### src/rtl/pin_irq_pkg.sv
`timescale 1ns/1ps
package pin_irq_pkg;
  // Word offsets; software decodes this order.
  localparam int OFS_MODE  = 0;
  localparam int OFS_RENA  = 1;
  localparam int OFS_RSET  = 2;
  localparam int OFS_RCLR  = 3;
  localparam int OFS_FENA  = 4;
  localparam int OFS_FSET  = 5;
  localparam int OFS_FCLR  = 6;
  localparam int OFS_REDGE = 7;
  localparam int OFS_FEDGE = 8;
  localparam int OFS_PEND  = 9;
  localparam int OFS_SEL   = 16;

  typedef struct packed {
    logic modeWr;
    logic renaWr;
    logic renaSet;
    logic renaClr;
    logic fenaWr;
    logic fenaSet;
    logic fenaClr;
    logic redgeClr;
    logic fedgeClr;
    logic pendClr;
  } pinIrqStb_t;
endpackage

### src/rtl/pin_irq_chan.sv
`timescale 1ns/1ps
module pin_irq_chan #(
  parameter int PIN_N  = 64,
  parameter int CODE_W = 6
) (
  input  logic              clk,
  input  logic              rstN,
  input  logic [PIN_N-1:0]  allPins,
  input  logic [CODE_W-1:0] code,
  output logic              lvl,
  output logic              riseHit,
  output logic              fallHit
);
  logic picked;
  logic syncA, syncB, prevQ;

  generate
    if (PIN_N == (1 << CODE_W)) begin : g_full
      assign picked = allPins[code];
    end else begin : g_partial
      assign picked = (int'(code) < PIN_N) ? allPins[code] : 1'b0;
    end
  endgenerate

  always_ff @(posedge clk or negedge rstN) begin
    if (!rstN) begin
      syncA <= 1'b0;
      syncB <= 1'b0;
      prevQ <= 1'b0;
    end else begin
      syncA <= picked;
      syncB <= syncA;
      prevQ <= syncB;
    end
  end

  assign lvl     = syncB;
  assign riseHit = syncB & ~prevQ;
  assign fallHit = ~syncB & prevQ;
endmodule

### src/rtl/pin_irq_ctrl.sv
`timescale 1ns/1ps
module pin_irq_ctrl import pin_irq_pkg::*; #(
  parameter int NUM_CH = 8,
  parameter int CODE_W = 6,
  parameter int ADDR_W = 5,
  parameter int DATA_W = 32
) (
  input  logic                     busSel,
  input  logic                     busWr,
  input  logic [ADDR_W-1:0]        busAddr,
  input  logic [NUM_CH-1:0]        modeQ,
  input  logic [NUM_CH-1:0]        renaQ,
  input  logic [NUM_CH-1:0]        fenaQ,
  input  logic [NUM_CH-1:0]        redgeQ,
  input  logic [NUM_CH-1:0]        fedgeQ,
  input  logic [NUM_CH-1:0]        pendQ,
  input  logic [NUM_CH*CODE_W-1:0] selFlat,
  output pinIrqStb_t               stb,
  output logic [NUM_CH-1:0]        selWr,
  output logic [DATA_W-1:0]        busRdata
);
  logic wrEn;
  int   addrI;

  assign wrEn  = busSel & busWr;
  assign addrI = int'(busAddr);

  assign stb.modeWr   = wrEn && (addrI == OFS_MODE);
  assign stb.renaWr   = wrEn && (addrI == OFS_RENA);
  assign stb.renaSet  = wrEn && (addrI == OFS_RSET);
  assign stb.renaClr  = wrEn && (addrI == OFS_RCLR);
  assign stb.fenaWr   = wrEn && (addrI == OFS_FENA);
  assign stb.fenaSet  = wrEn && (addrI == OFS_FSET);
  assign stb.fenaClr  = wrEn && (addrI == OFS_FCLR);
  assign stb.redgeClr = wrEn && (addrI == OFS_REDGE);
  assign stb.fedgeClr = wrEn && (addrI == OFS_FEDGE);
  assign stb.pendClr  = wrEn && (addrI == OFS_PEND);

  generate
    for (genvar i = 0; i < NUM_CH; i++) begin : g_selWr
      assign selWr[i] = wrEn && (addrI == OFS_SEL + i);
    end
  endgenerate

  always_comb begin
    busRdata = '0;
    case (addrI)
      OFS_MODE:  busRdata[NUM_CH-1:0] = modeQ;
      OFS_RENA:  busRdata[NUM_CH-1:0] = renaQ;
      OFS_FENA:  busRdata[NUM_CH-1:0] = fenaQ;
      OFS_REDGE: busRdata[NUM_CH-1:0] = redgeQ;
      OFS_FEDGE: busRdata[NUM_CH-1:0] = fedgeQ;
      OFS_PEND:  busRdata[NUM_CH-1:0] = pendQ;
      default:   busRdata = '0;
    endcase
    for (int i = 0; i < NUM_CH; i++) begin
      if (addrI == OFS_SEL + i) busRdata[CODE_W-1:0] = selFlat[i*CODE_W +: CODE_W];
    end
  end
endmodule

### src/rtl/pin_irq_dpath.sv
`timescale 1ns/1ps
module pin_irq_dpath import pin_irq_pkg::*; #(
  parameter int NUM_CH = 8,
  parameter int PIN_N  = 64,
  parameter int CODE_W = 6,
  parameter int DATA_W = 32
) (
  input  logic                     clk,
  input  logic                     rstN,
  input  pinIrqStb_t               stb,
  input  logic [NUM_CH-1:0]        selWr,
  input  logic [DATA_W-1:0]        wrData,
  input  logic [PIN_N-1:0]         allPins,
  output logic [NUM_CH-1:0]        modeQ,
  output logic [NUM_CH-1:0]        renaQ,
  output logic [NUM_CH-1:0]        fenaQ,
  output logic [NUM_CH-1:0]        redgeQ,
  output logic [NUM_CH-1:0]        fedgeQ,
  output logic [NUM_CH-1:0]        pendQ,
  output logic [NUM_CH*CODE_W-1:0] selFlat
);
  logic [NUM_CH-1:0]             wd;
  logic [CODE_W-1:0]             selData;
  logic                          unusedData;
  logic [NUM_CH-1:0][CODE_W-1:0] selQ;
  logic [NUM_CH-1:0]             lvl, rise, fall;
  logic [NUM_CH-1:0]             renaNext, fenaNext, fenaBase, pendNext;
  logic [NUM_CH-1:0]             redgeNext, fedgeNext, pendMask;

  assign wd         = wrData[NUM_CH-1:0];
  assign selData    = wrData[CODE_W-1:0];
  assign unusedData = ^wrData;
  assign selFlat    = selQ;

  generate
    for (genvar i = 0; i < NUM_CH; i++) begin : g_chan
      pin_irq_chan #(.PIN_N(PIN_N), .CODE_W(CODE_W)) u_chan (
        .clk     (clk),
        .rstN    (rstN),
        .allPins (allPins),
        .code    (selQ[i]),
        .lvl     (lvl[i]),
        .riseHit (rise[i]),
        .fallHit (fall[i])
      );
    end
  endgenerate

  always_comb begin
    if (stb.renaWr) renaNext = wd;
    else renaNext = (renaQ | (stb.renaSet ? wd : '0)) & ~(stb.renaClr ? wd : '0);

    if (stb.fenaWr) fenaBase = wd;
    else fenaBase = (fenaQ | (stb.fenaSet ? wd : '0)) & ~(stb.fenaClr ? wd : '0);
    // a status write on a level channel flips its active level
    fenaNext = fenaBase ^ (stb.pendClr ? (wd & modeQ) : '0);

    pendMask  = stb.pendClr ? wd : '0;
    redgeNext = (redgeQ & ~(stb.redgeClr ? wd : '0)) | rise;
    fedgeNext = (fedgeQ & ~(stb.fedgeClr ? wd : '0)) | fall;

    for (int i = 0; i < NUM_CH; i++) begin
      if (modeQ[i]) pendNext[i] = renaQ[i] & (lvl[i] == fenaQ[i]);
      else pendNext[i] = (pendQ[i] & ~pendMask[i]) | (rise[i] & renaQ[i]) | (fall[i] & fenaQ[i]);
    end
  end

  always_ff @(posedge clk or negedge rstN) begin
    if (!rstN) begin
      modeQ  <= '0;
      renaQ  <= '0;
      fenaQ  <= '0;
      redgeQ <= '0;
      fedgeQ <= '0;
      pendQ  <= '0;
      selQ   <= '0;
    end else begin
      if (stb.modeWr) modeQ <= wd;
      renaQ  <= renaNext;
      fenaQ  <= fenaNext;
      redgeQ <= redgeNext;
      fedgeQ <= fedgeNext;
      pendQ  <= pendNext;
      for (int i = 0; i < NUM_CH; i++) begin
        if (selWr[i]) selQ[i] <= selData;
      end
    end
  end
endmodule

### src/rtl/pin_irq_unit.sv
`timescale 1ns/1ps
module pin_irq_unit import pin_irq_pkg::*; #(
  parameter int NUM_CH = 8,
  parameter int P0_W   = 24,
  parameter int P1_W   = 32,
  parameter int P2_W   = 8,
  parameter int ADDR_W = 5,
  parameter int DATA_W = 32
) (
  input  logic              clk,
  input  logic              rstN,
  input  logic              busSel,
  input  logic              busWr,
  input  logic [ADDR_W-1:0] busAddr,
  input  logic [DATA_W-1:0] busWdata,
  output logic [DATA_W-1:0] busRdata,
  input  logic [P0_W-1:0]   port0Pins,
  input  logic [P1_W-1:0]   port1Pins,
  input  logic [P2_W-1:0]   port2Pins,
  output logic [NUM_CH-1:0] irqOut
);
  localparam int PIN_N  = P0_W + P1_W + P2_W;
  localparam int CODE_W = $clog2(PIN_N);

  pinIrqStb_t               stb;
  logic [NUM_CH-1:0]        selWr;
  logic [NUM_CH-1:0]        modeQ, renaQ, fenaQ, redgeQ, fedgeQ, pendQ;
  logic [NUM_CH*CODE_W-1:0] selFlat;
  logic [PIN_N-1:0]         allPins;

  // linear code order: port 0 first, then port 1, then port 2
  assign allPins = {port2Pins, port1Pins, port0Pins};

  pin_irq_ctrl #(.NUM_CH(NUM_CH), .CODE_W(CODE_W), .ADDR_W(ADDR_W), .DATA_W(DATA_W)) u_ctrl (
    .busSel (busSel),  .busWr (busWr),   .busAddr (busAddr),
    .modeQ  (modeQ),   .renaQ (renaQ),   .fenaQ   (fenaQ),
    .redgeQ (redgeQ),  .fedgeQ (fedgeQ), .pendQ   (pendQ),
    .selFlat(selFlat), .stb   (stb),     .selWr   (selWr),
    .busRdata(busRdata)
  );

  pin_irq_dpath #(.NUM_CH(NUM_CH), .PIN_N(PIN_N), .CODE_W(CODE_W), .DATA_W(DATA_W)) u_dpath (
    .clk    (clk),     .rstN   (rstN),   .stb    (stb),
    .selWr  (selWr),   .wrData (busWdata), .allPins(allPins),
    .modeQ  (modeQ),   .renaQ  (renaQ),  .fenaQ  (fenaQ),
    .redgeQ (redgeQ),  .fedgeQ (fedgeQ), .pendQ  (pendQ),
    .selFlat(selFlat)
  );

  assign irqOut = pendQ;
endmodule

### config.mk
export PLATFORM = sky130hd
export DESIGN_NAME = pin_irq_unit
export DESIGN_NICKNAME = d
export VERILOG_FILES = /design/src/rtl/pin_irq_pkg.sv /design/src/rtl/pin_irq_chan.sv /design/src/rtl/pin_irq_ctrl.sv /design/src/rtl/pin_irq_dpath.sv /design/src/rtl/pin_irq_unit.sv
export SDC_FILE = /design/constraint.sdc
export NUM_CORES = 1
export LEC_CHECK = 0
export ABC_AREA = 1
export CAP_MARGIN = 20
export CELL_PAD_IN_SITES_DETAIL_PLACEMENT = 1
export CELL_PAD_IN_SITES_GLOBAL_PLACEMENT = 2
export CORE_ASPECT_RATIO = 0.6
export CORE_MARGIN = 4
export CORE_UTILIZATION = 30
export CTS_CLUSTER_DIAMETER = 60
export DETAILED_ROUTE_END_ITERATION = 6
export GPL_ROUTABILITY_DRIVEN = 0
export GPL_TIMING_DRIVEN = 0
export PLACE_DENSITY_LB_ADDON = 0.1
export SYNTH_ARGS = -nofsm -noshare
export SYNTH_HDL_FRONTEND = slang
export SYNTH_HIERARCHICAL = 1
export SYNTH_SLANG_ARGS = --single-unit
### constraint.sdc
create_clock -name clk -period 1.8 [get_ports clk]
set_clock_uncertainty 0.2 [all_clocks]
set_input_delay 0.27 -clock clk [delete_from_list [all_inputs] [get_ports clk]]
set_output_delay 0.27 -clock clk [all_outputs]
set_load 0.02 [all_outputs]
======== Yosys cells after proc, flatten, opt, wreduce, memory -nomap -nowiden ========
Index checks and enable logic that the tools add are counted.
W data, S select, Z words.
cells by class
  order comparisons ....................... 8
  eq/ne operators ......................... 30
  muxes and demuxes ....................... 43
  bitwise gates (word level) .............. 103
  reductions and logical operators ........ 20
operators with widths
  cell                  number
  $mux W8               10
  $logic_not A32 Y1     2
  $lt A6 B7 Y1 const B  8
  $eq A5 B5 Y1 const B  10
  $and A1 B1 Y1         49
  $bmux W1 S6           8
  $mux W6               8
  $pmux W8 S6           1
  $and A8 B8 Y8         5
  $not A8 Y8            4
  $or A8 B8 Y8          4
  $eq A5 B4 Y1 const B  6
  $not A1 Y1            24
  $eq A5 B3 Y1 const B  4
  $logic_and A1 B1 Y1   18
  $mux W1               16
  $or A1 B1 Y1          16
  $eq A1 B1 Y1          8
  $xor A8 B8 Y8         1
  $eq A5 B1 Y1 const B  1
  $eq A5 B2 Y1 const B  1
storage, ports and cells
  register bits after elaboration ......... 120
  input port bits ......................... 105
  output and inout bits ................... 40
  word-level logic and storage cells ...... 242

======== Depth between registers and ports, before layout ========
Gate-level depths: netlist of the first run.
  word-level depth ........................ 10
  gate-level depth with buffers ........... 13
  depth with buffers taken out ............ 12

======== Hierarchy ========
The synthesis of the first run kept the hierarchy.
by module, submodules not included
  module         times used  cells each  area each (um^2)  sequential area each (um^2)
  pin_irq_chan   8           159         794.5             75.1
  pin_irq_dpath  1           442         4282.9            2402.3
  pin_irq_ctrl   1           276         1406.3            0.0

======== Least setup slack after synthesis of the first run ========
OpenSTA, ideal clock, no wires.
  path type ............................... input to output
  from .................................... input port busAddr[2]
  to ...................................... output port busRdata[0]
  arrival ................................. 1.383 ns
  required time ........................... 1.330 ns
  slack ................................... -0.053 ns
  stages .................................. 9
  cells stage by stage .................... nor2_1 buf_4 nand3_2 buf_2 or2_0 nand2_1 nand2_1 nand2_1 nand4_1
on the way
  cells in the longest elaborated chain, start to end .. 10
ends and longest elaborated chain
  element                                          RTL line            text
  start, declared                                  pin_irq_unit.sv:14  input logic [ADDR_W-1:0] busAddr,
  $logic_not A32 Y1, or another cell as far along  pin_irq_ctrl.sv:47  case (addrI)
  $pmux W8 S6                                      pin_irq_ctrl.sv:47
  $mux W6 (7 in series)                            pin_irq_ctrl.sv:57  if (addrI == OFS_SEL + i) busRdata[CODE_W-1:0] = selFlat[i*CODE_W +: CODE_W];
  $mux W6 *                                        pin_irq_ctrl.sv:57
  end, declared                                    pin_irq_unit.sv:16  output logic [DATA_W-1:0] busRdata,
Every way passes the cells marked *; elsewhere a longest branch is shown, timed or not.

======== Final worst setup path of the first run ========
  from .................................... register u_dpath.pendQ[1]
  to ...................................... output port busRdata[1]
on the way
  cells in the longest elaborated chain, start to end .. 9
ends and longest elaborated chain
  element                 RTL line             text
  start, declared         pin_irq_dpath.sv:19  output logic [NUM_CH-1:0] pendQ,
  start signal, assigned  pin_irq_dpath.sv:83  pendQ <= pendNext;
  $pmux W8 S6             pin_irq_ctrl.sv:47
  $mux W6 (8 in series)   pin_irq_ctrl.sv:57
Every way passes these cells.

==> results of run 1 <==
-- kinds of logic after synthesis --
| kind of cell | synth area share |
|---|---|
| other cells | 0.000311 |
| buf+inv | 0.146 |
| flops | 0.249 |
| compound gates | 0.0374 |
| simple gates | 0.523 |
| mux | 0.0449 |
-- worst max-delay path, cell delays in order (launching register included) --
cell and delay (ns):
dfrtp_1 0.41, nand4_1 0.11, nand2_1 0.05, nor2_1 0.12, nand4_1 0.11, nand2_2 0.11, nand2_2 0.08, nand2_2 0.08
nand4_1 0.18, buf_6 0.20
-- cell usage after synthesis (all sizes together) --
| master | number | share of area |
|---|---|---|
| a21o | 16 | 0.010 |
| nand3 | 478 | 0.20 |
| nand2 | 873 | 0.27 |
| conb | 1 | 0.00031 |
| inv | 129 | 0.045 |
| or2 | 7 | 0.0036 |
| clkbuf | 9 | 0.0034 |
| nand4 | 41 | 0.021 |
| o21ai | 28 | 0.012 |
| buf | 141 | 0.097 |
| a21oi | 29 | 0.013 |
| dfrtp | 120 | 0.25 |
| nor2 | 62 | 0.024 |
| nor3 | 3 | 0.0012 |
| mux2 | 48 | 0.045 |
| o2111ai | 2 | 0.0015 |
| a21boi | 1 | 0.00062 |
| o22ai | 2 | 0.0010 |
-- metrics by stage --
stage / setup slack, ns / util / TNS, ns
final: -0.551 / 0.391 / -10.85
after global routing: -0.631 / 0.391 / -13.54
after CTS: -0.564 / 0.379 / -7.29
after detailed placement: -1.81 / 0.350 / -109.12
after global placement: -4.76 / 0.349 / -674.54
after floorplan: -0.000191 / - / -0.000191
-- layout make-up --
cell class | count | area share
diodes | 1 | 0.000163
inverters | 129 | 0.0371
clock inverters | 8 | 0.00781
clock buffers | 23 | 0.0311
plain buffers | 149 | 0.0882
flip-flops and latches | 120 | 0.196
multi-input cells | 1614 | 0.502
well taps | 522 | 0.0425
repair buffers | 148 | 0.0958
-- metal layers --
layer | vias to the layer above | wire length (um)
met3 | 42 | 5540
li1 | 6802 | -
met2 | 624 | 24100
met1 | 7402 | 31500
met4 | 0 | 735
met5 | - | 0
-- sequential cells by signal, summed over array words and instances (netlist names) --
signal	flops
u_dpath/pendQ	8
u_dpath/g_chan.u_chan/syncA	8
u_dpath/renaQ	8
u_dpath/fedgeQ	8
u_dpath/g_chan.u_chan/lvl	8
u_dpath/g_chan.u_chan/prevQ	8
u_dpath/fenaQ	8
u_dpath/modeQ	8
u_dpath/selFlat	48
u_dpath/redgeQ	8
-- worst paths after layout --
kind                                                     startpoint  depth (start not counted)                                       end
hold reg to reg            u_dpath/g_chan[4].u_chan/syncA$_DFF_PN0_                          0    u_dpath/g_chan[4].u_chan/lvl$_DFF_PN0_
setup reg to reg                     u_dpath/selFlat[0]$_DFFE_PN0P_                         10  u_dpath/g_chan[0].u_chan/syncA$_DFF_PN0_
hold / removal                                                 rstN                          2                u_dpath/fenaQ[1]$_DFF_PN0_
min in group clk           u_dpath/g_chan[4].u_chan/syncA$_DFF_PN0_                          0    u_dpath/g_chan[4].u_chan/lvl$_DFF_PN0_
setup / recovery                         u_dpath/pendQ[1]$_DFF_PN0_                          9                               busRdata[1]
max in group asynchronous                                      rstN                          3                u_dpath/renaQ[5]$_DFF_PN0_
-- power breakdown --
group	switching, mW	leakage, nW	internal (mW)
clock	1.27	0.289	2.27
sequential	0.465	1.45	3.20
combinational	3.68	5.76	2.16
-- what timing repair did --
item,CTS,global route
buffers inserted,43,4
endpoints found under the setup margin,114,66
pin swaps,26,20
resized for setup,145,111
hold buffers,3,0
cloned,0,3
hold endpoints to repair,70,0
==> flow_summary.toml, run 1 <==
[outcome]
status = "finished with violations"
violations = "negative setup slack"

[cts]
cts_max_level = 4
path_clk_slew_ns = 0.05
cts_buffer_depth = 2
insertion_delay_ns = 0.43
clockRootBuffer = "clkbuf_16"
cts.sinks = 120
cts_tree = "done"
numCtsBuffers = 17

[sta]
fmax_mhz = 425
finalMaxSlewViolations = 0
final_hold_viol_count = 0
period_needed_ns = 2.35
whs_ns = 0.112
grt_setup_unrepaired = "yes"
tightest_slew_ns = 0.745
post-route-period-util = 1.31
max_slew_margin = 0.502
layout_setup_ws_ns = -0.551
setup-violations-final = 43

[layout]
fin_cells = 2714
final_common_cell = "nand2_1"
multi_input_area_sq_mm = 0.00771
syn2layout_area_growth_pct = 27.7
ff_latch_area_sq_mm = 0.00301
design_area_sq_mm = 0.0154
nNetsFinal = 2284
final_cell_mix = "843 x nand2_1, 446 x nand3_1, 112 x dfrtp_1, 102 x buf_4, 100 x inv_1"
drive_above_1_share = 0.191
fill_cells = 5115

[die]
die_x_um = 267
die_h_um = 163
rows = 56
design.portCount = 145
start_util = 0.306
die_area_sq_mm = 0.0435
core_area_sq_mm = 0.0394

[pwr]
ir_drop_v = 0.000478
p_per_area_mw_per_mm2 = 848
p_leak_nw = 7.50
power_mw = 13.0

[synth]
netlist_area_sq_mm = 0.0120
seq_area_frac_synth = 0.249
ys_warn_count = 6
synth_seq_cells = 120
synthCells = 1990
avgSynthCellArea_sq_um = 6.05
synth_cell_types = 33

[global_routing]
grt.met3_usage = 0.0626
gr-usage-met2 = 0.376
grt_pass1_wl_mm = 91.8
top_usage_layer = "met1"
overflow = 0
grt_max_degree = 85
track_usage = 0.279
grtUsageMet1 = 0.447
grt_pass1_vias = 14600
antenna_found_initial = 0

[setup_path]
end_kind = "output port"
cp.required_ns = 1.33
cp-start-kind = "flip-flop"
cp.arrival_ns = 1.88
path_class = "flip-flop to output port"
crit_path_max_fanout = 2
r2r_slack_ns = 0.03

[placement]
placed_cells = 2630
port_buffers = 94
hpwl_mm = 47.7
placed_area_sq_mm = 0.0138

[detailed_routing]
wl_mm = 61.9
drt-pass1-iter-count = 5
avgRoutedWirePerCell_um = 22.8
drc = 0
num_vias = 14900
drtAntennaViolNets = 0
drt_iter0_markers = 1605
viasPerCell = 5.48

[hold_path]
hold_path.class = "input pin to asynchronous set/reset pin"

[flow_run]
maxCapViolations = 0
Note: power is estimated with default switching activity, not from simulation.
==> run 2: changes to the inputs <==
--- a/config.mk
+++ b/config.mk
@@ -19,2 +19,4 @@
 export PLACE_DENSITY_LB_ADDON = 0.1
+export RECOVER_POWER = 25
+export SKIP_CTS_REPAIR_TIMING = 1
 export SYNTH_ARGS = -nofsm -noshare
==> constraint.sdc (replaced) <==
create_clock -name clk -period 1.8 [get_ports clk]
set_clock_uncertainty 0.2 [all_clocks]
set_input_delay 0.36 -clock clk [delete_from_list [all_inputs] [get_ports clk]]
set_output_delay 0.36 -clock clk [all_outputs]
set_load 0.02 [all_outputs]
==> run 2 against run 1 <==
  * The run still ends with negative setup slack left
  * Clock power hardly changed
  * Die area stayed put
  * Sequential power is 1% higher
  * Worst setup slack worse by 0.14 ns
  * Register-to-register slack worse by 0.07 ns
  * Critical path type unchanged
  * Critical endpoint unchanged
==> flow_summary.toml, run 2 (synthesis gave the netlist of run 1 again) <==
[layout]
final_common_cell = "nand2_1"
fill_cells = 5011
final_cell_mix = "803 x nand2_1, 381 x nand3_1, 118 x dfrtp_1, 101 x inv_1, 91 x nand3_2"
multi_input_area_sq_mm = 0.00824
syn2layout_area_growth_pct = 37.1
fin_util = 0.419
ff_latch_area_sq_mm = 0.00301
nNetsFinal = 2289
drive_above_1_share = 0.242
largest_reg_flops = 48

[die]
die_h_um = 163
core_area_sq_mm = 0.0394
rows = 56
die_x_um = 267
die_area_sq_mm = 0.0435
design.portCount = 145
start_util = 0.306

[global_routing]
track_usage = 0.277
grt_pass1_wl_mm = 91.5
overflow = 0
antenna_found_initial = 1
grt_max_degree = 65
grt_pass1_vias = 14400

[setup_path]
crit_path_max_fanout = 4
cp.arrival_ns = 1.93
end_kind = "output port"
cp_common_cell = "nand4_1"
cp-start-kind = "flip-flop"
cp.required_ns = 1.24
slowest_stage = "dfrtp_2"
crit_chain = "nand4_1, nand2_1, nor2_2, nand4_1, nand2_2, nand2_4, nand2_4, nand4_1, buf_6"
max_stage_delay_ns = 0.44
path_class = "flip-flop to output port"

[sta]
tns_ns = -4.62
period_needed_ns = 2.49
grt_setup_unrepaired = "yes"
final_hold_viol_count = 0
finalMaxSlewViolations = 0
layout_setup_ws_ns = -0.687
max_slew_margin = 0.401
tightest_slew_ns = 0.899
post-route-period-util = 1.38
fmax_mhz = 402
setup-violations-final = 10

[pwr]
comb_power_share = 0.467
power.switching_mw = 5.76
p_leak_nw = 8.35
clockPowerShare = 0.259
p_seq_frac = 0.274
p_per_area_mw_per_mm2 = 820
intPower_mw = 7.78
swShare = 0.425
ir_drop_v = 0.000618

[detailed_routing]
wl_mm = 63.4
drc = 0
drt-pass1-iter-count = 5
avgRoutedWirePerCell_um = 23.3
drt_iter0_markers = 1521
num_vias = 15100
viasPerCell = 5.54
drtAntennaViolNets = 0

[outcome]
status = "finished with violations"
violations = "negative setup slack"

[hold_path]
hold_path.class = "input pin to flip-flop"

[cts]
path_clk_slew_ns = 0.06
cts_tree = "done"
cts_buffer_depth = 2
cts_max_level = 4
insertion_delay_ns = 0.43
clockRootBuffer = "clkbuf_16"
numCtsBuffers = 17
cts.sinks = 120

[placement]
port_buffers = 94
hpwl_mm = 48.3

[flow_run]
maxCapViolations = 0
-- run 2: changes by cell type in the layout (fill, tap and decap cells not counted), moves of 7 or more --
cell             change
buf_4               -18
buf_8               +12
clkbuf_16           +11
clkdlybuf4s50_1     -44
clkinv_8             +7
dlymetal6s2s_1      +52
nand2_1             -40
nand2_2             +35
nand3_1             -65
nand3_2             +60
nor2_1               -8
nor2_2               +7
-- run 2: area by class of cell --
class,instances,area share
antenna,2,0.000303
tap,522,0.0395
inverter,129,0.0395
buffer,147,0.0902
clock buffer,18,0.0260
timing repair buffer,155,0.114
clock inverter,13,0.00947
sequential,120,0.182
multi-input combinational,1614,0.499
-- run 2: worst paths after layout --
kind,from,endpoint,slack (ns),cells after the start
setup reg to reg,u_dpath/selFlat[18]$_DFFE_PN0P_,u_dpath/g_chan[3].u_chan/syncA$_DFF_PN0_,-0.04,12
max in group asynchronous,rstN,u_dpath/pendQ[7]$_DFF_PN0_,0.10,3
hold reg to reg,u_dpath/g_chan[6].u_chan/syncA$_DFF_PN0_,u_dpath/g_chan[6].u_chan/lvl$_DFF_PN0_,0.15,0
hold / removal,busWdata[6],u_dpath/modeQ[6]$_DFFE_PN0P_,0.08,3
min in group asynchronous,rstN,u_dpath/pendQ[1]$_DFF_PN0_,0.43,2
setup / recovery,u_dpath/fenaQ[1]$_DFF_PN0_,busRdata[1],-0.69,9
-- run 2: metal layers --
metal  vias to the layer above  track usage  share of wire
met5                         -            0              0
met4                         0       0.0468         0.0090
met3                        36       0.0441          0.091
met2                       661        0.375           0.40
met1                      7553        0.455           0.50
li1                       6829            -              -
-- run 2: power by group through the flow --
| stage | Combinational, mW | Clock [mW] | Sequential (mW) |
|---|---|---|---|
| global route | 6.84 | 3.70 | 3.78 |
| detailed placement | 5.29 | 0 | 3.75 |
| floorplan | 3.44 | 0 | 3.59 |
| global placement | 5.14 | 0 | 3.72 |
| CTS | 5.32 | 3.55 | 3.71 |
| finish | 6.33 | 3.51 | 3.71 |
-- run 2: through the flow --
step,instances,worst slack [ns],cell area [sq um],total power [mW],hold WS [ns]
after floorplan,2013,-0.118,12200,7.02,-0.136
after global placement,2629,-4.92,13800,8.87,0.135
after detailed placement,2630,-1.86,13900,9.03,0.137
after CTS,2661,-1.88,14500,12.6,-0.273
after global routing,2718,-0.809,16500,14.3,0.0878
final,2720,-0.687,16500,13.5,0.0782
-- run 2: worst max-delay path, delay by kind of cell, from the launching register on --
kind	cells	cell delay, ns
buffers and inverters	1	0.21
AND/OR/NAND/NOR	8	0.84
flip-flops	1	0.44
